### src/rtl/slot_hp_pkg.sv
package slot_hp_pkg;
  localparam int REG_W = 16;
  localparam int VEC_W = 5;

  localparam int B_ABP   = 0;
  localparam int B_PDC   = 3;
  localparam int B_CC    = 4;
  localparam int B_HPIE  = 5;
  localparam int B_PRES  = 6;
  localparam int B_ILOCK = 7;
  localparam int B_ILCMD = 11;

  localparam logic [REG_W-1:0] EVT_MASK   = REG_W'((1 << B_ABP) | (1 << B_PDC) | (1 << B_CC));
  localparam logic [REG_W-1:0] CTL_STORE  = REG_W'(16'h03F9);
  localparam logic [REG_W-1:0] CTL_RESET  = REG_W'(16'h03C0);

  typedef struct packed {
    logic             ctlWr;
    logic [REG_W-1:0] ctlBitEn;
    logic [REG_W-1:0] ctlData;
    logic [REG_W-1:0] stsClr;
    logic             ilockToggle;
    logic             postAbp;
    logic             postPdc;
    logic             presSet;
    logic             presClr;
  } strobe_t;
endpackage

### src/rtl/slot_hp_ctrl.sv
module slot_hp_ctrl
  import slot_hp_pkg::*;
(
  input  logic             clk,
  input  logic             rstN,
  input  logic             wrEn,
  input  logic             wrSel,
  input  logic [1:0]       wrBe,
  input  logic [REG_W-1:0] wrData,
  input  logic             addReq,
  input  logic             removeReq,
  input  logic             buttonPress,
  input  logic             ilockState,
  input  logic             pendNext,
  input  logic             evtRise,
  input  logic             msixEnable,
  input  logic             msiEnable,
  input  logic [VEC_W-1:0] vecNum,
  output strobe_t          stb,
  output logic             reqBusy,
  output logic             msgReq,
  output logic [VEC_W-1:0] msgVec,
  output logic             intxOut
);
  localparam int BYTE_W = REG_W / 2;

  logic [REG_W-1:0] byteMask;
  logic ctlTouch, stsTouch, anyReq, msgMode, chg, quietDrop, pendQ;

  assign byteMask = {{BYTE_W{wrBe[1]}}, {BYTE_W{wrBe[0]}}};
  assign ctlTouch = wrEn & ~wrSel & (|wrBe);
  assign stsTouch = wrEn &  wrSel & (|wrBe);
  assign anyReq   = addReq | removeReq;
  assign reqBusy  = anyReq & ilockState;

  always_comb begin
    stb             = '0;
    stb.ctlWr       = ctlTouch;
    stb.ctlBitEn    = byteMask & CTL_STORE;
    stb.ctlData     = wrData;
    stb.stsClr      = stsTouch ? (wrData & byteMask & EVT_MASK) : '0;
    stb.ilockToggle = ctlTouch & byteMask[B_ILCMD] & wrData[B_ILCMD];
    stb.postAbp     = buttonPress;
    stb.postPdc     = anyReq & ~ilockState;
    stb.presClr     = removeReq & ~ilockState;
    stb.presSet     = addReq & ~removeReq & ~ilockState;
  end

  assign msgMode   = msixEnable | msiEnable;
  assign chg       = pendNext != pendQ;
  assign quietDrop = stsTouch & ~evtRise;

  always_ff @(posedge clk) begin
    if (!rstN) begin
      pendQ   <= 1'b0;
      msgReq  <= 1'b0;
      msgVec  <= '0;
      intxOut <= 1'b0;
    end else begin
      pendQ  <= pendNext;
      msgReq <= msgMode & chg & ~quietDrop;
      if (msgMode && chg && !quietDrop) msgVec <= vecNum;
      if (!msgMode && (chg || (stsTouch && !pendNext))) intxOut <= pendNext;
    end
  end

  // no message unless the pending state moved
  p_quiet_when_steady_r10: assert property (@(posedge clk) disable iff (!rstN)
    $stable(pendQ) |-> !msgReq);

  // in INTx mode the line matches the pending state after every update
  p_intx_tracks_r11: assert property (@(posedge clk) disable iff (!rstN)
    (!msixEnable && !msiEnable && $past(!msixEnable && !msiEnable) && $past(rstN)) |-> (intxOut == pendQ));
endmodule

### src/rtl/slot_hp_regs.sv
module slot_hp_regs
  import slot_hp_pkg::*;
(
  input  logic             clk,
  input  logic             rstN,
  input  logic             presentAtReset,
  input  strobe_t          stb,
  input  logic             rdSel,
  output logic [REG_W-1:0] rdData,
  output logic             ilockState,
  output logic             pendNext,
  output logic             evtRise
);
  logic [REG_W-1:0] ctlQ, ctlNext, evtQ, evtNext, posted, stsView;
  logic presQ, presNext, ilockQ, ilockNext;

  always_comb begin
    posted = '0;
    posted[B_ABP] = stb.postAbp;
    posted[B_PDC] = stb.postPdc;
    posted[B_CC]  = stb.ctlWr;
  end

  assign ctlNext   = stb.ctlWr ? ((ctlQ & ~stb.ctlBitEn) | (stb.ctlData & stb.ctlBitEn)) : ctlQ;
  assign evtNext   = ((evtQ & ~stb.stsClr) | posted) & EVT_MASK;
  assign presNext  = stb.presClr ? 1'b0 : (stb.presSet ? 1'b1 : presQ);
  assign ilockNext = ilockQ ^ stb.ilockToggle;
  assign pendNext  = ctlNext[B_HPIE] & (|(evtNext & ctlNext & EVT_MASK));
  assign evtRise   = |(posted & ~evtQ);

  always_ff @(posedge clk) begin
    if (!rstN) begin
      ctlQ   <= CTL_RESET;
      evtQ   <= '0;
      presQ  <= presentAtReset;
      ilockQ <= 1'b0;
    end else begin
      ctlQ   <= ctlNext;
      evtQ   <= evtNext;
      presQ  <= presNext;
      ilockQ <= ilockNext;
    end
  end

  always_comb begin
    stsView = evtQ;
    stsView[B_PRES]  = presQ;
    stsView[B_ILOCK] = ilockQ;
  end

  assign rdData     = rdSel ? stsView : ctlQ;
  assign ilockState = ilockQ;

  // a command always leaves the completion flag set
  p_cmd_done_r4: assert property (@(posedge clk) disable iff (!rstN)
    stb.ctlWr |=> evtQ[B_CC]);

  // an interlock command flips the engaged state
  p_ilock_flip_r5: assert property (@(posedge clk) disable iff (!rstN)
    stb.ilockToggle |=> (ilockQ != $past(ilockQ)));

  // presence cannot move while the interlock is engaged
  p_pres_frozen_r6: assert property (@(posedge clk) disable iff (!rstN)
    ilockQ |=> $stable(presQ));
endmodule

### src/rtl/slot_hotplug_ctl.sv
module slot_hotplug_ctl
  import slot_hp_pkg::*;
(
  input  logic             clk,
  input  logic             rstN,
  input  logic             presentAtReset,
  input  logic             wrEn,
  input  logic             wrSel,
  input  logic [1:0]       wrBe,
  input  logic [REG_W-1:0] wrData,
  input  logic             rdSel,
  output logic [REG_W-1:0] rdData,
  input  logic             addReq,
  input  logic             removeReq,
  output logic             reqBusy,
  input  logic             buttonPress,
  input  logic             msixEnable,
  input  logic             msiEnable,
  input  logic [VEC_W-1:0] vecNum,
  output logic             msgReq,
  output logic [VEC_W-1:0] msgVec,
  output logic             intxOut
);
  strobe_t stb;
  logic ilockState, pendNext, evtRise;

  slot_hp_ctrl u_ctrl (
    .clk(clk), .rstN(rstN), .wrEn(wrEn), .wrSel(wrSel), .wrBe(wrBe), .wrData(wrData),
    .addReq(addReq), .removeReq(removeReq), .buttonPress(buttonPress),
    .ilockState(ilockState), .pendNext(pendNext), .evtRise(evtRise),
    .msixEnable(msixEnable), .msiEnable(msiEnable), .vecNum(vecNum),
    .stb(stb), .reqBusy(reqBusy), .msgReq(msgReq), .msgVec(msgVec), .intxOut(intxOut)
  );

  slot_hp_regs u_regs (
    .clk(clk), .rstN(rstN), .presentAtReset(presentAtReset), .stb(stb),
    .rdSel(rdSel), .rdData(rdData), .ilockState(ilockState),
    .pendNext(pendNext), .evtRise(evtRise)
  );
endmodule

### config.mk
export PLATFORM = sky130hd
export DESIGN_NAME = slot_hotplug_ctl
export DESIGN_NICKNAME = d
export VERILOG_FILES = /design/src/rtl/slot_hp_pkg.sv /design/src/rtl/slot_hp_ctrl.sv /design/src/rtl/slot_hp_regs.sv /design/src/rtl/slot_hotplug_ctl.sv
export SDC_FILE = /design/constraint.sdc
export NUM_CORES = 1
export LEC_CHECK = 0
export ABC_AREA = 1
export BUFFER_PORTS_ARGS = -buffer_cell sky130_fd_sc_hd__buf_2
export CORE_MARGIN = 2
export CORE_UTILIZATION = 40
export CTS_BUF_LIST = sky130_fd_sc_hd__clkbuf_16
export DETAILED_ROUTE_END_ITERATION = 10
export PLACE_DENSITY = 0.75
export SYNTH_ARGS = -nofsm -noshare
export SYNTH_HDL_FRONTEND = slang
export SYNTH_SLANG_ARGS = --single-unit
export TNS_END_PERCENT = 20
### constraint.sdc
create_clock -name clk -period 1.3 [get_ports clk]
set_input_delay 0.065 -clock clk [delete_from_list [all_inputs] [get_ports clk]]
set_output_delay 0.065 -clock clk [all_outputs]
set_load 0.1 [all_outputs]
* Word-level counts from Yosys, hierarchy flattened *
Cells that the tools add are included.

word-level totals
  bits in writable memories = 0
  register bits = 29
  output and inout port bits = 24
  logic and storage cells = 61
  memories = 0
  latch bits = 0
  bits of input ports = 34
  memory bits (read-only) = 0

cells by class
  shift operators = 0
  bitwise logic cells = 34
  mux-type cells = 6
  equality and inequality tests = 2
  reduce and logical (&&, ||, !) cells = 11
  add/subtract/negate cells = 0
  $lt $le $gt $ge = 0
  $mul = 0
  divide/modulo/power cells = 0

operator list
  operator              count
  $mux W16              2
  $and A16 B10 Y16      1
  $and A16 B16 Y16      1
  $and A5 B16 Y16       1
  $not A10 Y16          1
  $not A5 Y16           1
  $or A16 B16 Y16       1
  $reduce_or A16 Y1     1
  $and A1 B1 Y1         15
  $and A5 B5 Y5         3
  $mux W5               1
  $not A1 Y1            5
  $not A5 Y5            1
  $or A5 B5 Y5          1
  $logic_and A1 B1 Y1   4
  $logic_not A1 Y1      3
  $mux W1               3
  $ne A3 B1 Y1 const B  1
  $reduce_or A3 Y1      1
  $or A1 B1 Y1          2
  $reduce_or A2 Y1      1
  $logic_or A1 B1 Y1    1
  $ne A1 B1 Y1          1
  $xor A1 B1 Y1         1

* Longest topological paths before layout *
Gate-level depths: netlist of run 1.

  depth in word-level cells = 13
  mapped depth = 12

* Cells and area by module *
From an unflattened synthesis of run 1, not the netlist that was laid out.

unflattened totals
  cells, all modules = 277
  area total of the unflattened synthesis = 1881.8 um2

modules (own cells, without submodules)
  module        times used  cells each  area each (um2)  seq. area each (um2)
  slot_hp_regs  1           153         1014.7           430.4
  slot_hp_ctrl  1           124         867.1            160.2

* Worst setup path after synthesis of run 1 *
OpenSTA, ideal clock, no wires.

  path type = reg2out
  start point = reg with a tool-made name
  end point = out rdData[6]
  path buffers = 0
  stages on the path, launching flop included = 3
  arrival time = 2429 ps
  path slack = -1194 ps
  data required time = 1235 ps
  path through = dfxtp_1 -> inv_1 -> o21ai_0

RTL lines
  what           line                    text
  end, declared  slot_hotplug_ctl.sv:12  output logic [REG_W-1:0] rdData,

* Final worst setup path of run 1 *
  start point = reg u_regs.evtQ[3]
  end point = reg u_ctrl.msgVec[4]

on the way
  longest elaborated chain between the ends = 8

RTL lines
  what                     line                text
  start, declared          slot_hp_regs.sv:14  logic [REG_W-1:0] ctlQ, ctlNext, evtQ, evtNext, posted, stsView;
  start signal, assigned   slot_hp_regs.sv:39  evtQ <= evtNext;
  $and A5 B5 Y5            slot_hp_regs.sv:25  assign evtNext = ((evtQ & ~stb.stsClr) | posted) & EVT_MASK;
  $or A5 B5 Y5             slot_hp_regs.sv:25
  $and A5 B5 Y5            slot_hp_regs.sv:28  assign pendNext = ctlNext[B_HPIE] & (|(evtNext & ctlNext & EVT_MASK));
  $reduce_or A3 Y1         slot_hp_regs.sv:28
  $and A1 B1 Y1            slot_hp_regs.sv:28
  $ne A1 B1 Y1             slot_hp_ctrl.sv:50  assign chg = pendNext != pendQ;
  $logic_and A1 B1 Y1      slot_hp_ctrl.sv:62  if (msgMode && chg && !quietDrop) msgVec <= vecNum;
  $logic_and A1 B1 Y1 (*)  slot_hp_ctrl.sv:62
  end signal, assigned     slot_hp_ctrl.sv:62
  end, declared            slot_hp_ctrl.sv:22  output logic [VEC_W-1:0] msgVec,

Mark *: on every way between the ends. The rest lies on a longest branch, timed or not.
A chain may end at the register's enable or synchronous reset.

==> results.txt, run 1 <==
FF-to-FF setup slack: -0.02 ns
TritonRoute pass-1 iters: 6
Vias in the first global route: 941
Hold Fails Final Rpt: 0
Syn Inst Count: 160
RSZ-0062 raised after global routing: yes
Critical R2R Capture: u_ctrl.msgVec[4]
Inst Count DP: 232
Crit Path Class: reg2reg
Worst-path clk slew: 0.06 ns
Hold path startpoint: wrData[7]
Max Cap Violations: 0
Top post-synthesis cells by area: dfxtp_1 (35%), nand2_1 (13%), nor2_1 (7.3%)
Worst reg2reg startpoint: u_regs.evtQ[3]
Max Transition Viols Final: 0
Crit path required time: 1.49 ns
Multi-input logic area: 595.6 sq um
Worst Hold Class: in2reg
Worst R2R Path Depth: 9
Clk sink count: 21
Commonest non-fill, non-tap cells in the layout: buf_2 (40), nand2_1 (37), nor2_1 (22)
CP Launch Type: flop
Core area: 2710 sq um
Avg WL per Cell: 10.48 um
Fill count: 287
Die Ht: 57.12 um
H-tree levels: 1
Layout area overhead: 35.14%
Period utilization: 101.2%
Pin count of the biggest net entering global routing: 16
Worst Path Max Fanout: 7
Pleak: 0.8230 nW
Worst path arrival time: 1.51 ns
Power density over the cells: 1261 nW/um^2
Cts hold-fix bufs: 0
Tot Pwr: 1.924 mW
Placed cell areas: 1389 sq um
I/O pin cnt: 58
Final setup fails: 5
Final WS setup: -0.01582 ns
GRT Util Overall: 14.68%
Yosys reg bits: 21
Starting density of the core: 41.64%
Final Non-Filler Cells: 240
Die ar.: 3262 sq um
Clock tree from TritonCTS: built
Post-synth top area share: 35.48%
CTS Buf Count: 3
Via count: 1125
Synth warn: 0
Synth cell types: 26
ANT cells: 0
Clock root cell: clkbuf_16
DP HPWL: 1849 um
Setup WS pre-CTS: -0.04961 ns
First-pass GRT wire length: 3801 um
Final instance area: 1525 sq um
Sequential cell area: 431.7 sq um
Crit. End Element: flop
Final ANT Viol Nets: 0
Share of layout cells above drive strength 1: 36.36%
Area leader, netlist: dfxtp_1
DRC: 0
Clock Tree Buf Depth: 2
Most common cell after layout, fill and taps aside: buf_2
Synth Cell Area: 1129 sq um
Row count: 19
Drt total wl: 2514 um
GRT overflow: 0
Sequential element share of the synthesized area: 38.14%
Width of the die: 57.12 um
I/O Buffers: 42
Peak VDD IR: 943.7 uV
Via-to-Cell Ratio: 4.688
Top FF cell, synth: dfxtp_1
DRT iter0 DRCs: 28
Final Skew: 0.005899 ns
Average size of a mapped cell: 7.054 sq um
Worst Hold Path Cells: 3
Failing checks: setup timing
FMAX: 0.7600 GHz
Min Tclk post-route: 1.316 ns
Worst skew pair latency: 0.25 ns
Outcome: finished, violations left
RePlAce Congestion: 0.8413
Number of nets in the layout: 244
Initial antenna violation count: 0
Post-synth EDFFs: 1
Min Hold Slack: 0.01528 ns
Post-synth ARST share: 0%
## report_power, final
part,internal [mW],switching (mW)
Clock,0.413,0.238
Sequential,0.681,0.0156
Combinational,0.132,0.443
## metrics by stage
step,setup TNS [ns],util [%]
floorplan,-1.509,-
global placement,-0.1254,51.25
detailed placement,-0.2195,51.25
CTS,0,54.34
global route,-0.6641,56.28
finish,-0.05534,56.28
## critical path: stages (launching register included)
cell and delay (ns):
dfxtp_2 0.33, o21ai_1 0.12, nand2_1 0.10, nand2_2 0.09, nand3_4 0.11, nand3_4 0.13, nand2_4 0.07, nor2_4 0.16
nor2_1 0.06, nor2_1 0.09
## metal layers
metal	up-vias	share of wire (%)	GRT usage, %
li1	591	-	-
met1	502	46	18.58
met2	30	48	25.45
met3	2	5.1	2.268
met4	0	0.56	4.983
met5	-	0	0
## Yosys cell counts (all sizes together) (2+ instances only)
cell / count
inv: 23
buf: 9
nor2: 25
a21oi: 8
clkbuf: 2
nand4: 5
mux2: 3
nand2: 41
dfxtp: 20
o211ai: 3
nand3: 6
o21ai: 9
nor3: 2
## worst max-delay path by stage
| stage | startpoint | end |
|---|---|---|
| floorplan | u_regs.ilockState | reqBusy |
| CTS | u_regs.ilockState | u_ctrl.msgVec[3] |
| global route | u_regs.evtQ[3] | u_ctrl.msgVec[3] |
| detailed placement | wrBe[0] | u_ctrl.msgVec[2] |
| global placement | wrBe[0] | u_ctrl.msgVec[3] |
| finish | u_regs.evtQ[3] | u_ctrl.msgVec[4] |
## timing repair
| item | in CTS | in global routing |
|---|---|---|
| endpoints found under the setup margin | 5 | 6 |
| endpoints found under the hold margin | 0 | 0 |
| resized for setup | 1 | 6 |
| setup buffers | 0 | 4 |
| pin swaps | 0 | 6 |
## cells by family after synthesis
group,synth area share (%)
AOI/OAI and AO/OA,11.09
other,0.3323
buffers and inverters,14.30
muxes,2.993
and+or+nand+nor,33.15
DFF,38.14
## area by class of cell
type                    instances  area share (%)
clock buffers                   3           4.922
inverters                      23           5.660
repair buffers                 49           19.20
multi-input cells             112           39.05
well taps                      31           2.543
flip-flops and latches         21           28.30
clock inverters                 1          0.3281
No activity file was read; power rests on OpenSTA's default activity.
==> run 2: changes to the inputs <==
Settings changed: ABC_AREA 1 to default, CORE_UTILIZATION 40 to 39, PLACE_DENSITY 0.75 to 0.74, SKIP_LAST_GASP from default to 1.
==> run 2 against run 1 <==
Net effect: register-to-register slack worse by 0.27 ns; die area is 2.1% lower; clock power is 2% lower; largest cell class unchanged; the run still ends with setup timing left; global-route usage is 3.8 points higher; worst hold slack better by 0.011 ns; design area is 5.0% higher; routed wire length is 7.7% higher; via count is 7.4% lower; sequential cell count stayed put.
==> results.txt, run 2 <==
Via-to-Cell Ratio: 4.938 (+5.4%)
Max Transition Viols Final: 0 (unchanged)
CP Launch Type: flop
Count leader, synth: dfxtp_1
Worst skew pair latency: 0.25 ns (about the same)
Sequential element share of the synthesized area: 40.00% (+1.9 points)
DP HPWL: 2122 um (+15%)
Die Ht: 56.53 um (-1.0%)
Clock Power Share: 34.1% (+0.2 points)
Max Cap Violations: 0 (unchanged)
ANT cells: 0 (unchanged)
Cts hold-fix bufs: 0 (unchanged)
Row count: 19 (unchanged)
Clock Tree Buf Depth: 2 (unchanged)
Final Skew: 0.001759 ns (-0.004139 ns)
Starting density of the core: 40.06% (-1.6 points)
Synth cell types: 35 (+35%)
RSZ-0062 raised after global routing: yes
Clk sink count: 21 (unchanged)
Core area: 2686 sq um (-0.88%)
Worst R2R Path Depth: 7 (-2)
Layout area overhead: 48.84%
Drt total wl: 2707 um (+7.7%)
Syn Inst Count: 118 (-26%)
Logic pwr share: 29.2% (-0.7 points)
Number of nets in the layout: 215 (-12%)
Sw frac: 33.25% (-3.0 points)
Critical R2R Capture: u_ctrl.msgVec[1]
Crit path required time: 1.48 ns (about the same)
Commonest cells post-synth: dfxtp_1 (20), nand2_1 (16), mux2i_1 (12)
Initial antenna violation count: 0 (unchanged)
H-tree levels: 1 (unchanged)
RePlAce Congestion: 0.9335 (+11%)
Placed cell areas: 1485 sq um (+6.9%)
Average size of a mapped cell: 9.119 sq um (+29%)
Final WS setup: -0.2880 ns (-0.2722 ns)
First-pass GRT wire length: 4567 um (+20%)
DRC: 0 (unchanged)
Top FF cell, synth: dfxtp_1
Post-synth ARST share: 0% (unchanged)
DRT iter0 DRCs: 12 (-57%)
Min Tclk post-route: 1.588 ns (+0.2722 ns)
Power density over the cells: 1167 nW/um^2 (-7.5%)
FF-to-FF setup slack: -0.29 ns (-0.27 ns)
Yosys reg bits: 21 (unchanged)
Vias in the first global route: 1115 (+18%)
Synth Cell Area: 1076 sq um (-4.7%)
Post-synth EDFFs: 1 (unchanged)
Width of the die: 56.53 um (-1.0%)
Switch Pwr: 0.6214 mW (-11%)
Internal power: 1.248 mW (+1.7%)
Share of layout cells above drive strength 1: 47.78% (+11 points)
Final setup fails: 8 (+3)
Period utilization: 122.2% (+21 points)
GRT overflow: 0 (unchanged)
Outcome: finished, violations left
Worst Path Max Fanout: 5 (-2)
FMAX: 0.6297 GHz (-17%)
CTS Buf Count: 3 (unchanged)
Final instance area: 1602 sq um (+5.0%)
Worst path arrival time: 1.77 ns (+0.26 ns)
I/O pin cnt: 58 (unchanged)
Crit. End Element: flop
TritonRoute pass-1 iters: 4 (-2)
Via count: 1042 (-7.4%)
Synth warn: 0 (unchanged)
Failing checks: setup timing
I/O Buffers: 42 (unchanged)
Fill count: 233 (-19%)
Top post-synthesis cells by area: dfxtp_1 (37%), mux2i_1 (11%), buf_4 (6.3%)
Min Hold Slack: 0.02652 ns (+0.01124 ns)
GRT Util Overall: 18.47% (+3.8 points)
Worst-path clk slew: 0.06 ns (about the same)
Sequential Power Share: 36.7% (+0.5 points)
Area leader, netlist: dfxtp_1
Commonest non-fill, non-tap cells in the layout: buf_2 (39), buf_4 (20), dfxtp_1 (19)
Worst Hold Path Cells: 3 (unchanged)
Hold path startpoint: wrData[9]
Pleak: 0.7854 nW (-4.6%)
Peak VDD IR: 787.4 uV (-17%)
Post-synth top area share: 37.21% (+1.7 points)
Avg WL per Cell: 12.83 um (+22%)
Pin count of the biggest net entering global routing: 20 (+4)
Crit Path Class: reg2reg
Most common cell after layout, fill and taps aside: buf_2
Die ar.: 3195 sq um (-2.1%)
Worst Hold Class: in2reg
Clock tree from TritonCTS: built
Clock root cell: clkbuf_16
Worst reg2reg startpoint: u_regs.ilockState
Hold Fails Final Rpt: 0 (unchanged)
TNS Setup: -1.660 ns (-1.605 ns)
Final ANT Viol Nets: 0 (unchanged)
-- run 2: cell types whose count changed in the layout (fill, tap and decap cells not counted), sizes merged, moves of 5 or more --
cell,delta
buf,+14
nand2,-25
inv,-19
o21ai,-5
nor2,-15
mux2i,+12
-- run 2: layer usage --
metal	track usage (%)	part of all wire, %
met5	0	0
met3	5.069	4.9
met1	20.74	42
met4	8.503	2.8
met2	32.06	50
-- run 2: cells by family (layout without fill, tap and decap cells) --
| logic type | Yosys count | count (layout) | synth area share [%] |
|---|---|---|---|
| mux | 18 | 18 | 17.44 |
| simple gates | 40 | 40 | 18.49 |
| xor+xnor | 2 | 2 | 2.326 |
| compound gates | 20 | 20 | 12.68 |
| flops | 21 | 21 | 40.00 |
| buf+inv | 16 | 71 | 8.720 |
| other cells | 1 | 8 | 0.3485 |
-- run 2: repair_timing --
item                       CTS  global route
pin swaps                    4             5
setup endpoints to repair   10            10
setup buffers                0             1
resized for setup            6             1
-- run 2: power by group through the flow --
stage	combinational, mW	sequential [mW]	clock [mW]
after floorplan	0.366	0.721	0
after global placement	0.525	0.697	0
after detailed placement	0.532	0.698	0
final	0.545	0.686	0.638
after CTS	0.545	0.685	0.650
after global routing	0.574	0.689	0.674
-- run 2: cell type report --
cell class                 count  area (sq um)  area share [%]
multi-input combinational     88         611.8           38.20
clock buffer                   3         75.07           4.687
timing repair buffer          63         425.4           26.56
clock inverter                 1         3.754          0.2344
tap                           31         38.79           2.422
sequential                    21         431.7           26.95
inverter                       4         15.01          0.9375
-- run 2: worst max-delay path by stage --
stage                      start          endpoint  slack (ns)
3_5_place_dp   u_regs.ilockState  u_ctrl.msgVec[1]       -0.48
2_1_floorplan               flop         rdData[9]       -0.42
4_1_cts        u_regs.ilockState  u_ctrl.msgVec[1]       -0.39
3_3_place_gp   u_regs.ilockState  u_ctrl.msgVec[0]       -0.32
5_1_grt        u_regs.ilockState  u_ctrl.msgVec[1]       -0.41
6_report       u_regs.ilockState  u_ctrl.msgVec[1]       -0.29
-- run 2: metrics by stage --
stage	util, %	std cells	worst slack (ns)	total power [mW]
after floorplan	-	125	-0.4248	1.087
after global placement	55.29	206	-0.3232	1.222
after global routing	59.62	211	-0.4096	1.936
after CTS	59.20	210	-0.3858	1.880
final	59.62	211	-0.2880	1.869
after detailed placement	55.29	206	-0.4805	1.230
-- run 2: critical path, cell delays in order, from the launching register on --
cell and delay (ns):
dfxtp_2 0.32, o21ba_4 0.23, o21ai_2 0.06, a211oi_2 0.21, o21ai_2 0.12, xor2_2 0.18, nor2_4 0.19, mux2i_1 0.22
